$ cat config.mk
export PLATFORM = sky130hd
export DESIGN_NAME = ring_wrap_chain
export DESIGN_NICKNAME = d
export VERILOG_FILES = /design/src/rtl/ring_wrap_pkg.sv /design/src/rtl/ring_in_cell.sv /design/src/rtl/ring_out_cell.sv /design/src/rtl/ring_wrap_chain.sv
export SDC_FILE = /design/constraint.sdc
export NUM_CORES = 1
export LEC_CHECK = 0
export ABC_AREA = 0
export CAP_MARGIN = 30
export CORE_UTILIZATION = 60
export DETAILED_ROUTE_END_ITERATION = 10
export DONT_BUFFER_PORTS = 1
export MAX_ROUTING_LAYER = met4
export PLACE_DENSITY = 0.75
export SYNTH_ARGS = -nofsm -noshare
export SYNTH_HDL_FRONTEND = slang
export SYNTH_HIERARCHICAL = 1
export SYNTH_SLANG_ARGS = --single-unit
$ cat constraint.sdc
create_clock -name clk -period 2.5 [get_ports clk]
set_input_delay 0.25 -clock clk [delete_from_list [all_inputs] [get_ports clk]]
set_output_delay 0.25 -clock clk [all_outputs]
set_load 0.02 [all_outputs]
$ cat src/rtl/ring_wrap_pkg.sv
// Shared definitions for the ring-capable boundary cells.
// Assumes the ring mode line outranks every scan strobe.
package ring_wrap_pkg;

    typedef enum logic [1:0] {
        OP_HOLD    = 2'd0,
        OP_SHIFT   = 2'd1,
        OP_CAPTURE = 2'd2
    } stage_op_e;

    // Choose what a scan stage does this cycle; ring mode freezes it.
    function automatic stage_op_e pick_op(input logic ring, input logic shift,
                                          input logic capture);
        if (ring)
            return OP_HOLD;
        else if (shift)
            return OP_SHIFT;
        else if (capture)
            return OP_CAPTURE;
        return OP_HOLD;
    endfunction

endpackage

$ cat src/rtl/ring_in_cell.sv
// Input-pin boundary cell. It holds one scan stage and one route control bit.
// Normal mode: the pin is buffered to the core, and scan_o shows the stage.
// Ring mode: scan_o is driven combinationally from the pin (route = 1) or from
// scan_i (route = 0). The path has no inversion.
// Assumes: shift_en and capture_en are never high together.
module ring_in_cell
    import ring_wrap_pkg::*;
(
    input  logic clk,
    input  logic rst_n,
    input  logic osc_test,
    input  logic shift_en,
    input  logic capture_en,
    input  logic update_en,
    input  logic pin_i,
    output logic core_o,
    input  logic scan_i,
    output logic scan_o
);
    stage_op_e op;
    logic      stage_q;
    logic      route_q;
    logic      ring_src;

    assign op = pick_op(osc_test, shift_en, capture_en);

    // Scan stage: shift, capture or hold.
    always_ff @(posedge clk) begin
        if (!rst_n)
            stage_q <= 1'b0;
        else begin
            case (op)
                OP_SHIFT:   stage_q <= scan_i;
                OP_CAPTURE: stage_q <= pin_i;
                default:    stage_q <= stage_q;
            endcase
        end
    end

    // Control register: loaded from the stage only on an update outside ring mode.
    always_ff @(posedge clk) begin
        if (!rst_n)
            route_q <= 1'b0;
        else if (!osc_test && update_en)
            route_q <= stage_q;
    end

    // Functional buffer, path-select mux, then the mode mux.
    assign core_o   = pin_i;
    assign ring_src = route_q ? pin_i : scan_i;
    assign scan_o   = osc_test ? ring_src : stage_q;

    // a shift loads the predecessor value.
    a_r3_shift_load: assert property (@(posedge clk) disable iff (!rst_n)
        (shift_en && !osc_test) |=> (stage_q == $past(scan_i)));

    // a capture loads the pin.
    a_r4_capture_pin: assert property (@(posedge clk) disable iff (!rst_n)
        (capture_en && !shift_en && !osc_test) |=> (stage_q == $past(pin_i)));

    // the control bit moves only on an update.
    a_r5_route_hold: assert property (@(posedge clk) disable iff (!rst_n)
        !update_en |=> $stable(route_q));

    // ring mode freezes all state.
    a_r8_in_freeze: assert property (@(posedge clk) disable iff (!rst_n)
        osc_test |=> ($stable(stage_q) && $stable(route_q)));

endmodule

$ cat src/rtl/ring_out_cell.sv
// Output-pin boundary cell. It holds one scan stage and one polarity control bit.
// Normal mode: the core value is buffered to the pin, and scan_o shows the stage.
// Ring mode: scan_i feeds scan_o directly and also drives the pin. The pin
// path is inverted when the polarity bit is 1.
// Assumes: shift_en and capture_en are never high together.
module ring_out_cell
    import ring_wrap_pkg::*;
(
    input  logic clk,
    input  logic rst_n,
    input  logic osc_test,
    input  logic shift_en,
    input  logic capture_en,
    input  logic update_en,
    input  logic core_i,
    output logic pin_o,
    input  logic scan_i,
    output logic scan_o
);
    stage_op_e op;
    logic      stage_q;
    logic      invert_q;
    logic      ring_pin;

    assign op = pick_op(osc_test, shift_en, capture_en);

    // Scan stage: shift, capture the core value, or hold.
    always_ff @(posedge clk) begin
        if (!rst_n)
            stage_q <= 1'b0;
        else begin
            case (op)
                OP_SHIFT:   stage_q <= scan_i;
                OP_CAPTURE: stage_q <= core_i;
                default:    stage_q <= stage_q;
            endcase
        end
    end

    // Control register: polarity bit loaded on an update outside ring mode.
    always_ff @(posedge clk) begin
        if (!rst_n)
            invert_q <= 1'b0;
        else if (!osc_test && update_en)
            invert_q <= stage_q;
    end

    // Selectable buffer (inverting or not), pin mux, then the scan mux.
    assign ring_pin = scan_i ^ invert_q;
    assign pin_o    = osc_test ? ring_pin : core_i;
    assign scan_o   = osc_test ? scan_i : stage_q;

    // a capture loads the core value.
    a_r4_capture_core: assert property (@(posedge clk) disable iff (!rst_n)
        (capture_en && !shift_en && !osc_test) |=> (stage_q == $past(core_i)));

    // an update copies the stage into the polarity bit.
    a_r5_update_copy: assert property (@(posedge clk) disable iff (!rst_n)
        (update_en && !osc_test) |=> (invert_q == $past(stage_q)));

    // ring mode freezes all state.
    a_r8_out_freeze: assert property (@(posedge clk) disable iff (!rst_n)
        osc_test |=> ($stable(stage_q) && $stable(invert_q)));

endmodule

$ cat src/rtl/ring_wrap_chain.sv
// A chain of N_IN input cells followed by N_OUT output cells, all sharing one
// ring mode line and the scan strobes.
// Scan order: chain_si -> input cells 0..N_IN-1 -> output cells 0..N_OUT-1 -> chain_so.
// Assumes: at most one of shift_en and capture_en is high, and update_en is
// not raised together with shift_en.
module ring_wrap_chain #(
    parameter int N_IN  = 3,
    parameter int N_OUT = 3
) (
    input  logic             clk,
    input  logic             rst_n,
    input  logic             osc_test,
    input  logic             shift_en,
    input  logic             capture_en,
    input  logic             update_en,
    input  logic             chain_si,
    output logic             chain_so,
    input  logic [N_IN-1:0]  pin_i,
    output logic [N_IN-1:0]  core_o,
    input  logic [N_OUT-1:0] core_i,
    output logic [N_OUT-1:0] pin_o
);
    localparam int N_CELLS = N_IN + N_OUT;

    logic [N_CELLS:0] link;

    assign link[0]  = chain_si;
    assign chain_so = link[N_CELLS];

    // Input-pin cells occupy the head of the chain.
    for (genvar k = 0; k < N_IN; k++) begin : g_in
        ring_in_cell u_cell (
            .clk        (clk),
            .rst_n      (rst_n),
            .osc_test   (osc_test),
            .shift_en   (shift_en),
            .capture_en (capture_en),
            .update_en  (update_en),
            .pin_i      (pin_i[k]),
            .core_o     (core_o[k]),
            .scan_i     (link[k]),
            .scan_o     (link[k+1])
        );
    end

    // Output-pin cells occupy the tail of the chain.
    for (genvar j = 0; j < N_OUT; j++) begin : g_out
        ring_out_cell u_cell (
            .clk        (clk),
            .rst_n      (rst_n),
            .osc_test   (osc_test),
            .shift_en   (shift_en),
            .capture_en (capture_en),
            .update_en  (update_en),
            .core_i     (core_i[j]),
            .pin_o      (pin_o[j]),
            .scan_i     (link[N_IN+j]),
            .scan_o     (link[N_IN+j+1])
        );
    end

    // outside ring mode the output pins follow the core.
    a_r2_func_out: assert property (@(posedge clk) disable iff (!rst_n)
        !osc_test |-> (pin_o == core_i));

    // a shift moves the next-to-last stage to the chain output.
    a_r3_chain_shift: assert property (@(posedge clk) disable iff (!rst_n)
        (shift_en && !osc_test && !$past(osc_test) && !osc_test) |=>
            (osc_test || chain_so == $past(link[N_CELLS-1])));

    // the strobe inputs keep to their exclusion rule.
    a_r4_strobe_excl: assert property (@(posedge clk) disable iff (!rst_n)
        !(shift_en && capture_en) && !(shift_en && update_en));

endmodule

==> results of run 1 <==
per-layer routing:
layer | part of all wire (%) | up-vias | global-route usage, %
met5 | 0 | - | -
met4 | 2.3 | 0 | 12.9
met3 | 4.1 | 5 | 6.25
met2 | 51 | 15 | 39.3
met1 | 43 | 302 | 27.4
li1 | - | 346 | -
cell families (layout without fill, tap and decap cells):
kind of cell	Yosys count	in the layout	share of synthesized area (%)
fa+ha+maj	6	6	8.93
xor+xnor	3	3	3.13
mux	18	18	21.9
compound gates	18	18	10.7
flops	12	12	28.6
buf+inv	9	15	5.36
simple gates	30	30	21.4
power by group:
| group | switching [mW] | internal [mW] |
|---|---|---|
| clock | 0.0600 | 0.0558 |
| combinational | 0.0580 | 0.0703 |
| sequential | 0.0100 | 0.204 |
repair_timing:
item	4_1_cts	5_1_grt
gates resized for setup	5	6
pin swaps	4	2
setup endpoints to repair	2	4
gates cloned	0	0
hold buffers	0	0
setup buffers	5	1
worst paths after layout:
check / slack, ns / from / depth (start not counted) / end
max: -0.08 / g_in[0].u_cell/route_q / 11 / pin_o[2]
min: 0.11 / rst_n / 1 / g_out[1].u_cell/invert_q
max reg2reg: 0.53 / g_in[0].u_cell/route_q / 10 / g_out[2].u_cell/stage_q
min reg2reg: 0.54 / g_in[1].u_cell/stage_q / 2 / g_in[1].u_cell/route_q
registers in the layout, indices dropped and copies added (netlist names):
signal,flops
g_out.u_cell/stage_q,3
g_in.u_cell/route_q,3
g_in.u_cell/stage_q,3
g_out.u_cell/invert_q,3
critical path, cell delays in order (launching register included):
cell and delay [ns]:
dfxtp_2 0.34, mux2i_1 0.18, a21oi_1 0.10, mux2i_1 0.13, a21oi_1 0.09, mux2i_1 0.18
a21oi_2 0.09, mux2_4 0.28, mux2_4 0.28, xnor2_1 0.13, a21oi_1 0.12, buf_4 0.15
area by class of cell:
| cell class | count | area, sq um | area share [%] |
|---|---|---|---|
| inverters | 6 | 22.5 | 2.33 |
| repair buffers | 6 | 45.0 | 4.66 |
| well taps | 15 | 18.8 | 1.94 |
| flip-flops and latches | 12 | 241 | 25.0 |
| multi-input cells | 75 | 616 | 63.7 |
| clock buffers | 3 | 22.5 | 2.33 |
synthesized netlist by cell type (all sizes together):
master / n
dfxtp: 12
nand2b: 12
ha: 6
nor2b: 6
o21ai: 6
mux2i: 15
mux2: 3
xnor2: 3
nor3b: 6
nor2: 6
inv: 6
buf: 3
a21oi: 12
stage by stage:
step           TNS (ns)  area (sq um)  cells  setup WS, ns
2_1_floorplan         0           841     96         0.174
5_1_grt          -0.349           966    117        -0.225
3_5_place_dp          0           845    109         0.139
6_report        -0.0925           966    117       -0.0811
4_1_cts         -0.0586           921    117       -0.0586
3_3_place_gp          0           845    109         0.180
==> Implementation_results.wiki, run 1 <==
{| class="wikitable"
! Metric !! Value
|-
| Result of the run || complete, but fails checks
|-
| Failing checks || setup timing
|-
| Violation count after the first detailed-routing iteration || 10
|-
| Overall fraction of global-route tracks in use || 24.4%
|-
| DR vias/cell || 5.71
|-
| Drt wl/cell || 14.2 microns
|-
| IO Pins || 20
|-
| Width of the die || 39.4 microns
|-
| Die ar. || 1560 sq um
|-
| Largest area contributor in the netlist || dfxtp_1
|-
| Detailed-placement wirelength estimate || 1.00 mm
|-
| Total iterations of the first detailed-routing run || 4
|-
| Count of port buffers added during placement || 0
|-
| Root Buffer Master || clkbuf_4
|-
| Instance count of the mapped netlist || 96
|-
| Top cells by area in the synthesized netlist || dfxtp_1 (29%), mux2i_1 (18%), ha_1 (8.9%)
|-
| Worst slew pin tran || 0.238 ns
|-
| Syn Area/Cell || 8.76 sq um
|-
| Tcrit/Tclk final || 103%
|-
| Count of unique library cells instantiated by Yosys || 13
|-
| Buffers from clock root to sink, at most || 2
|-
| Num Clock Sinks || 12
|-
| Number of pins exceeding their max-slew limit in the final report || 0
|-
| Vias in the first global route || 586
|-
| Synth-to-Final Area Change || 14.9%
|-
| Largest fanout on the critical path || 3
|-
| Max-capacitance violation count || 0
|-
| Slack of the critical path || -0.0811 ns
|-
| Peak clock frequency supported by timing || 0.387 GHz
|-
| Post-route worst hold slack || 0.106 ns
|-
| Worst-Skew Late Latency || 0.27 ns
|-
| Residual overflow from global routing || 0
|-
| Total Wirelength || 1.66 mm
|-
| Most common cell after layout, fill and taps aside || mux2i_1
|-
| Synthesized cell area || 841 sq um
|-
| Max-Slew Margin vs Limit || 84.1%
|-
| Kind of critical path || register to primary output
|-
| Clk pin slew, worst setup/hold paths || 0.07 ns
|-
| Leakage Power || 0.416 nW
|-
| Power, Total || 0.458 mW
|-
| Placer's final routability congestion estimate || 0.699
|-
| Total CTS buffers || 3
|-
| Fraction of final layout cells with drive strength greater than 1 || 17.6%
|-
| Highest-count cells in the layout ignoring fill and taps || mux2i_1 (15), nand2b_1 (12), dfxtp_1 (11)
|-
| Largest net degree at the start of global routing || 34
|-
| Worst Hold Class || primary input to register
|-
| Power density relative to cell area || 474 nW/um^2
|-
| Critical path arrival || 2.33 ns
|-
| Number of antenna violations at the first check in global routing || 0
|-
| IR Drop Worst-Case VDD || 0.301 mV
|-
| Final critical path time including I/O delays and setup || 2.58 ns
|-
| Sequential-to-total area share from yosys stat || 28.6%
|-
| Num rows || 13
|-
| Worst Clk Skew || 0.00342 ns
|-
| Chip Height || 39.4 microns
|-
| Detailed-route via count || 668
|-
| Crit path required time || 2.25 ns
|-
| Count of endpoints failing hold in the final timing report || 0
|-
| Number of antenna cells inserted || 0
|-
| Startpoint type of the worst setup path || register
|-
| DRC || 0
|-
| Fraction of synthesized cell area taken by the top area cell type || 28.6%
|-
| Number of endpoints failing setup at the final stage || 2
|-
| H-tree level count || 1
|-
| Clock tree from TritonCTS || yes
|-
| RSZ-0062 raised after global routing || yes
|-
| Nets || 123
|-
| Standard cell core area || 1300 sq um
|-
| Mapped Nets || 115
|-
| Number of synthesized register bits || 12
|-
| Final core utilization || 74.2%
|-
| Number of antenna-violating nets in the routed design || 0
|-
| YS warnings || 6
|-
| Initial core utilization || 64.6%
|-
| First-pass GRT wire length || 2.43 mm
|-
| Crit end category || primary output
|-
| Number of fill cells || 104
|}
(Power assumes the default switching activity.)
==> run 2, diff against run 1 <==
Settings changed: CORE_AREA set to 2 2 39 41, CORE_UTILIZATION 60 to unset, DIE_AREA set to 0 0 41 43, MAX_ROUTING_LAYER met4 to unset, PLACE_DENSITY 0.75 to 0.71, SYNTH_HIERARCHICAL 1 to unset.
==> Implementation_results.wiki, run 2 <==
{| class="wikitable"
! Metric !! Value
|-
| H-tree level count || 1
|-
| Total Wirelength || 1.42 mm
|-
| Mapped Nets || 97
|-
| Combinational fraction of design power || 17.0%
|-
| Top cells by area in the synthesized netlist || dfxtp_1 (32%), mux2i_1 (9.3%), buf_4 (6.0%)
|-
| Sequential-to-total area share from yosys stat || 32.1%
|-
| Most common cell after layout, fill and taps aside || dfxtp_1
|-
| Clock tree from TritonCTS || yes
|-
| Critical path arrival || 1.62 ns
|-
| Syn Area/Cell || 9.03 sq um
|-
| Fraction of synthesized cell area taken by the top area cell type || 32.1%
|-
| Peak clock frequency supported by timing || 0.534 GHz
|-
| Largest net degree at the start of global routing || 19
|-
| Power density relative to cell area || 602 nW/um^2
|-
| Synthesized cell area || 749 sq um
|-
| Multiplexer fraction of the synthesized cell area || 15.7%
|-
| Instance count of the mapped netlist || 83
|-
| Count of endpoints failing hold in the final timing report || 0
|-
| Main combinational cell family by area after synthesis || compound AO/OA/AOI/OAI gates
|-
| Number of enable-type register cells in the synthesized netlist || 0
|-
| Initial core utilization || 54.2%
|-
| Highest-count cells in the layout ignoring fill and taps || dfxtp_1 (12), o21ai_0 (8), mux2i_1 (7)
|-
| Part of the power in registers || 47.9%
|-
| DR vias/cell || 6.13
|-
| Result of the run || finished clean
|-
| Setup TNS Final || 0 ns
|-
| Worst slack at placement || 0.933 ns
|-
| Prevailing post-synth register cell || dfxtp_1
|-
| Drt wl/cell || 15.4 microns
|-
| Net load switching power || 0.119 mW
|-
| Number of resized instances in the post-cts repair step || 0
|-
| Overall fraction of global-route tracks in use || 19.0%
|-
| Slowest cell on crit path || dfxtp_1
|-
| Leading post-synthesis cells by instance count || dfxtp_1 (12), o21ai_0 (8), mux2i_1 (7), buf_4 (6), nor2b_1 (6)
|-
| Buffers from clock root to sink, at most || 2
|-
| Detailed-placement wirelength estimate || 995 microns
|-
| Largest area contributor in the netlist || dfxtp_1
|-
| IO Pins || 20
|-
| Switching share of power || 26.8%
|-
| Part of the power in the clock network || 35.1%
|-
| Number of hold buffers added after cts || 0
|-
| Detailed-route via count || 564
|-
| Tcrit/Tclk final || 75.0%
|-
| First-pass GRT wire length || 2.30 mm
|-
| Crit path max-delay family || multiplexers
|-
| Count of unique library cells instantiated by Yosys || 25
|-
| Share of the synthesized netlist area taken by xor and xnor gates || 3.51%
|-
| Num rows || 14
|-
| Number of pins exceeding their max-slew limit in the final report || 0
|-
| Kind of critical path || register to primary output
|-
| Final critical path time including I/O delays and setup || 1.87 ns
|-
| Total iterations of the first detailed-routing run || 4
|-
| Number of antenna violations at the first check in global routing || 0
|-
| Vias in the first global route || 542
|-
| Register area || 240 sq um
|-
| Number of endpoints failing setup at the final stage || 0
|-
| Max-Slew Margin vs Limit || 56.0%
|-
| Max-capacitance violation count || 0
|-
| Worst-Skew Late Latency || 0.27 ns
|-
| Area share of fa/ha/maj cells after synthesis || 1.67%
|-
| Post-Synth Simple-Gate Area || 15.7%
|-
| Synth-to-Final Area Change || -1.34%
|-
| Number of fill cells || 130
|-
| Violation count after the first detailed-routing iteration || 6
|-
| Worst Clk Skew || 0.00414 ns
|-
| Post-CTS Repair Setup Buffers || 0
|-
| Multi-input gate area in the final layout || 432 sq um
|-
| Die ar. || 1760 sq um
|-
| Clk pin slew, worst setup/hold paths || 0.08 ns
|-
| Nets || 91
|-
| Cell area after layout || 739 sq um
|-
| YS warnings || 0
|-
| Chip Height || 43 microns
|-
| Num Clock Sinks || 12
|-
| Share of flip-flops with an asynchronous set or reset || 0%
|-
| Cell breakdown of the critical path || mux2i_2 > o311ai_4 > xor2_1 > mux2_2
|-
| Worst slew pin tran || 0.654 ns
|-
| Slack of the critical path || 0.626 ns
|-
| Worst Hold Class || primary input to register
|-
| Total CTS buffers || 3
|-
| Internal power component || 0.326 mW
|-
| Crit path required time || 2.25 ns
|-
| RSZ-0062 raised after global routing || no
|-
| Fraction of final layout cells with drive strength greater than 1 || 14.5%
|-
| Area fraction in compound gates after synthesis || 21.0%
|-
| Standard cell core area || 1380 sq um
|-
| Leakage Power || 0.291 nW
|-
| Number of synthesized register bits || 12
|-
| DRC || 0
|-
| Cell with the most instances after synthesis || dfxtp_1
|-
| Residual overflow from global routing || 0
|-
| Root Buffer Master || clkbuf_4
|-
| Width of the die || 41 microns
|-
| Largest fanout on the critical path || 3
|-
| Peak per-stage delay on the critical path || 0.36 ns
|-
| Startpoint type of the worst setup path || register
|-
| CP Buf/Inv Count || 0
|-
| IR Drop Worst-Case VDD || 0.277 mV
|-
| Crit end category || primary output
|-
| Placer's final routability congestion estimate || 0.792
|-
| Count of port buffers added during placement || 0
|-
| Placed Instance Area || 703 sq um
|-
| Number of antenna-violating nets in the routed design || 0
|-
| Number of antenna cells inserted || 0
|}
run 2: cell types whose count changed after synthesis, moves of 5 or more:
cell	delta
mux2i_1	-8
ha_1	-5
nor3b_1	-5
nand2b_1	-9
a21oi_1	-7
run 2: logic make-up (layout without fill, tap and decap cells):
kind of cell | after synthesis | in the layout
AO/OA/AOI/OAI | 21 | 21
XOR/XNOR | 3 | 3
adder cells (fa/ha/maj) | 1 | 1
buffers and inverters | 14 | 7
flip-flops | 12 | 12
multiplexers | 11 | 11
AND/OR/NAND/NOR | 21 | 21
run 2: path summary, 6_finish.rpt:
path / from / to / slack, ns / cells past startpoint
worst max-delay path: g_in[0].u_cell.route_q / pin_o[2] / 0.63 / 4
worst min-delay path: rst_n / g_out[0].u_cell.invert_q / 0.11 / 1
worst min register to register: g_in[0].u_cell.stage_q / g_in[0].u_cell.stage_q / 0.52 / 1
worst max register to register: g_in[0].u_cell.route_q / g_out[0].u_cell.stage_q / 1.04 / 4
run 2: worst register-to-register path, cell delays in order (launching register included):
cell and delay (ns):
dfxtp_1 0.36, mux2i_2 0.33, nor2_1 0.13, a311oi_2 0.39, a21oi_1 0.12
run 2: stage by stage:
stage / instances / hold slack (ns) / total power [mW] / util [%]
after floorplan: 83 / 0.388 / 0.302 / -
after global placement: 88 / 0.381 / 0.292 / 50.8
after detailed placement: 88 / 0.389 / 0.293 / 50.8
after CTS: 92 / 0.104 / 0.449 / 53.4
after global routing: 92 / 0.106 / 0.466 / 53.4
final: 92 / 0.107 / 0.445 / 53.4
run 2: area by class of cell:
| class | instances | share of cell area, % |
|---|---|---|
| Multi-Input combinational cell | 57 | 58.4 |
| Sequential cell | 12 | 32.5 |
| Tap cell | 16 | 2.71 |
| Clock buffer | 4 | 4.91 |
| Inverter | 3 | 1.52 |
run 2: metal layers:
layer | routed length (microns) | global-route usage [%] | vias up
met5 | 0 | 0 | -
li1 | - | - | 275
met2 | 645 | 29.1 | 21
met3 | 92 | 4.71 | 2
met1 | 663 | 24.4 | 266
met4 | 15 | 8.00 | 0
run 2: power groups by stage:
stage	registers (mW)	clock network [mW]	logic, mW
floorplan	0.215	0	0.0870
global placement	0.217	0	0.0751
detailed placement	0.217	0	0.0755
CTS	0.213	0.160	0.0759
global route	0.215	0.168	0.0835
finish	0.213	0.156	0.0758
==> run 3, diff against run 2 <==
Settings changed: ABC_AREA 0 to 1, CORE_AREA 2 2 39 41 to unset, CORE_UTILIZATION set to 60, DIE_AREA 0 0 41 43 to unset, PLACE_DENSITY 0.71 to 0.75.
Clock period 2.5 ns to 1.9 ns, I/O delays scaled along.
==> Implementation_results.wiki, run 3 <==
{| class="wikitable"
! Metric !! Value
|-
| Synthesized cell area || 807 sq um
|-
| Number of endpoints failing setup at the final stage || 0
|-
| Max-Slew Margin vs Limit || 75.9%
|-
| Overall fraction of global-route tracks in use || 25.5%
|-
| CP most frequent cell || nand2_1
|-
| Hold Path Depth || 2
|-
| Highest-count cells in the layout ignoring fill and taps || nand2_1 (22), inv_1 (13), a21oi_1 (13)
|-
| Cell breakdown of the critical path || inv_1 > nand2_1 > nand3_2 > nand3_2 > nand2_2 > nand3_4 > nand2_4 > nand2_1 > nand2_1 > a21oi_2
|-
| Total Wirelength || 1.55 mm
|-
| Count of port buffers added during placement || 0
|-
| Worst reg2reg path depth || 10
|-
| Number of enable-type register cells in the synthesized netlist || 0
|-
| YS warnings || 0
|-
| Fraction of final layout cells with drive strength greater than 1 || 16.7%
|-
| Vias in the first global route || 619
|-
| Share of the synthesized netlist area taken by xor and xnor gates || 0%
|-
| Die ar. || 1500 sq um
|-
| H-tree level count || 1
|-
| Clk pin slew, worst setup/hold paths || 0.08 ns
|-
| Crit path max-delay family || simple AND/OR/NAND/NOR gates
|-
| Worst reg2reg path endpoint || g_out[0].u_cell.stage_q
|-
| Area share of fa/ha/maj cells after synthesis || 1.55%
|-
| Worst Hold Class || primary input to register
|-
| Crit path required time || 1.71 ns
|-
| Syn Area/Cell || 7.14 sq um
|-
| Number of pins exceeding their max-slew limit in the final report || 0
|-
| Max-capacitance violation count || 0
|-
| Number of antenna cells inserted || 0
|-
| Hold Crit Start || rst_n
|-
| DRC || 0
|-
| Num rows || 12
|-
| Initial core utilization || 68.9%
|-
| Post-CTS Repair Setup Buffers || 0
|-
| Flop2flop setup slack || 0.72 ns
|-
| Fraction of synthesized cell area taken by the top area cell type || 29.8%
|-
| Largest area contributor in the netlist || dfxtp_1
|-
| Cell area after layout || 786 sq um
|-
| Worst Clk Skew || 0.00653 ns
|-
| Most common cell after layout, fill and taps aside || nand2_1
|-
| Worst-Skew Late Latency || 0.28 ns
|-
| Final critical path time including I/O delays and setup || 1.71 ns
|-
| IO Pins || 20
|-
| Width of the die || 38.7 microns
|-
| Cell with the most instances after synthesis || nand2_1
|-
| Result of the run || finished clean
|-
| Detailed-route via count || 667
|-
| Top cells by area in the synthesized netlist || dfxtp_1 (30%), nand2_1 (10%), a21oi_1 (8.1%)
|-
| Number of antenna-violating nets in the routed design || 0
|-
| Leakage Power || 0.373 nW
|-
| Post-route worst hold slack || 0.0487 ns
|-
| First-pass GRT wire length || 2.56 mm
|-
| Placer's final routability congestion estimate || 0.840
|-
| Share of flip-flops with an asynchronous set or reset || 0%
|-
| Synth-to-Final Area Change || -2.64%
|-
| DR vias/cell || 5.47
|-
| Number of fill cells || 107
|-
| Setup TNS Final || 0 ns
|-
| Number of synthesized register bits || 12
|-
| Kind of critical path || register to primary output
|-
| Placed Instance Area || 763 sq um
|-
| Critical path arrival || 1.52 ns
|-
| Root Buffer Master || clkbuf_4
|-
| Violation count after the first detailed-routing iteration || 29
|-
| Nets || 124
|-
| Sequential-to-total area share from yosys stat || 29.8%
|-
| Tcrit/Tclk final || 89.9%
|-
| Number of antenna violations at the first check in global routing || 0
|-
| Total iterations of the first detailed-routing run || 4
|-
| CP Buf/Inv Count || 1
|-
| Source of the worst register-to-register timing path || g_in[0].u_cell.route_q
|-
| Multi-input gate area in the final layout || 440 sq um
|-
| Prevailing post-synth register cell || dfxtp_1
|-
| Drt wl/cell || 12.7 microns
|-
| Startpoint type of the worst setup path || register
|-
| IR Drop Worst-Case VDD || 0.469 mV
|-
| Power density relative to cell area || 746 nW/um^2
|-
| Largest fanout on the critical path || 7
|-
| Leading post-synthesis cells by instance count || nand2_1 (22), a21oi_1 (13), inv_1 (13), dfxtp_1 (12), o21ai_0 (12)
|-
| Count of unique library cells instantiated by Yosys || 23
|-
| Multiplexer fraction of the synthesized cell area || 0%
|-
| Detailed-placement wirelength estimate || 1.17 mm
|-
| Crit end category || primary output
|-
| Number of hold buffers added after cts || 0
|-
| Chip Height || 38.7 microns
|-
| Standard cell core area || 1170 sq um
|-
| Peak clock frequency supported by timing || 0.586 GHz
|-
| Instance count of the mapped netlist || 113
|-
| Area fraction in compound gates after synthesis || 20.5%
|-
| RSZ-0062 raised after global routing || no
|-
| Worst slew pin tran || 0.360 ns
|-
| Total CTS buffers || 3
|-
| Slowest cell on crit path || dfxtp_1
|-
| Buffers from clock root to sink, at most || 2
|-
| Largest net degree at the start of global routing || 13
|-
| Mapped Nets || 127
|-
| Hold Path Sink || g_in[2].u_cell.stage_q
|-
| Number of resized instances in the post-cts repair step || 0
|-
| Clock tree from TritonCTS || yes
|-
| Register area || 240 sq um
|-
| Num Clock Sinks || 12
|-
| Post-Synth Simple-Gate Area || 32.6%
|-
| Main combinational cell family by area after synthesis || simple AND/OR/NAND/NOR gates
|-
| Residual overflow from global routing || 0
|-
| Count of endpoints failing hold in the final timing report || 0
|-
| Peak per-stage delay on the critical path || 0.33 ns
|}
## run 3: worst max-delay path by stage
| stage | depth (start not counted) | endpoint | start |
|---|---|---|---|
| finish | 10 | pin_o[2] | g_in[0].u_cell.route_q |
| global route | 10 | pin_o[2] | g_in[0].u_cell.route_q |
| CTS | 10 | pin_o[2] | g_in[0].u_cell.route_q |
| detailed placement | 10 | pin_o[2] | g_in[0].u_cell.route_q |
| global placement | 10 | pin_o[2] | g_in[0].u_cell.route_q |
| floorplan | 7 | g_out[0].u_cell.stage_q | osc_test |
## run 3: per-layer routing
layer	global-route usage, %	up-vias	part of all wire (%)
met5	0	-	0
met4	13.8	0	1.2
met3	4.05	4	4.6
met2	39.2	22	46
met1	33.7	290	48
li1	-	351	-
## run 3: area by class of cell
cell class	instances	area share, %
clock buffers	3	2.87
inverters	14	8.28
multi-input cells	79	56.1
flip-flops and latches	12	30.6
well taps	14	2.23
## run 3: worst reg2reg max path, cell delays in order (launching register included)
cell and delay, ns:
dfxtp_1 0.32, inv_1 0.07, nand2_1 0.06, nand3_2 0.08, nand3_2 0.07, nand2_2 0.09, nand3_4 0.09, nand2_4 0.11
nand2_1 0.07, nand2_1 0.06, a21oi_1 0.05
## run 3: kinds of logic (layout without fill, tap and decap cells)
family | count (synthesis) | count (layout)
adders and majority gates | 1 | 1
and+or+nand+nor | 48 | 48
AOI/OAI and AO/OA | 30 | 30
DFF | 12 | 12
buffers and inverters | 22 | 17
## run 3: through the flow
stage	total power [mW]	setup WS (ns)	std cells	utilization, %
after floorplan	0.437	0.515	113	-
after global placement	0.429	0.505	119	65.2
after detailed placement	0.432	0.493	119	65.2
after CTS	0.584	0.191	122	67.1
after global routing	0.616	0.0370	122	67.1
final	0.586	0.192	122	67.1
## run 3: where the power goes
group          total, mW  switching (mW)  internal (mW)
registers          0.286          0.0134          0.272
clock network      0.158          0.0845         0.0734
logic              0.143          0.0928         0.0499
total              0.586           0.191          0.396
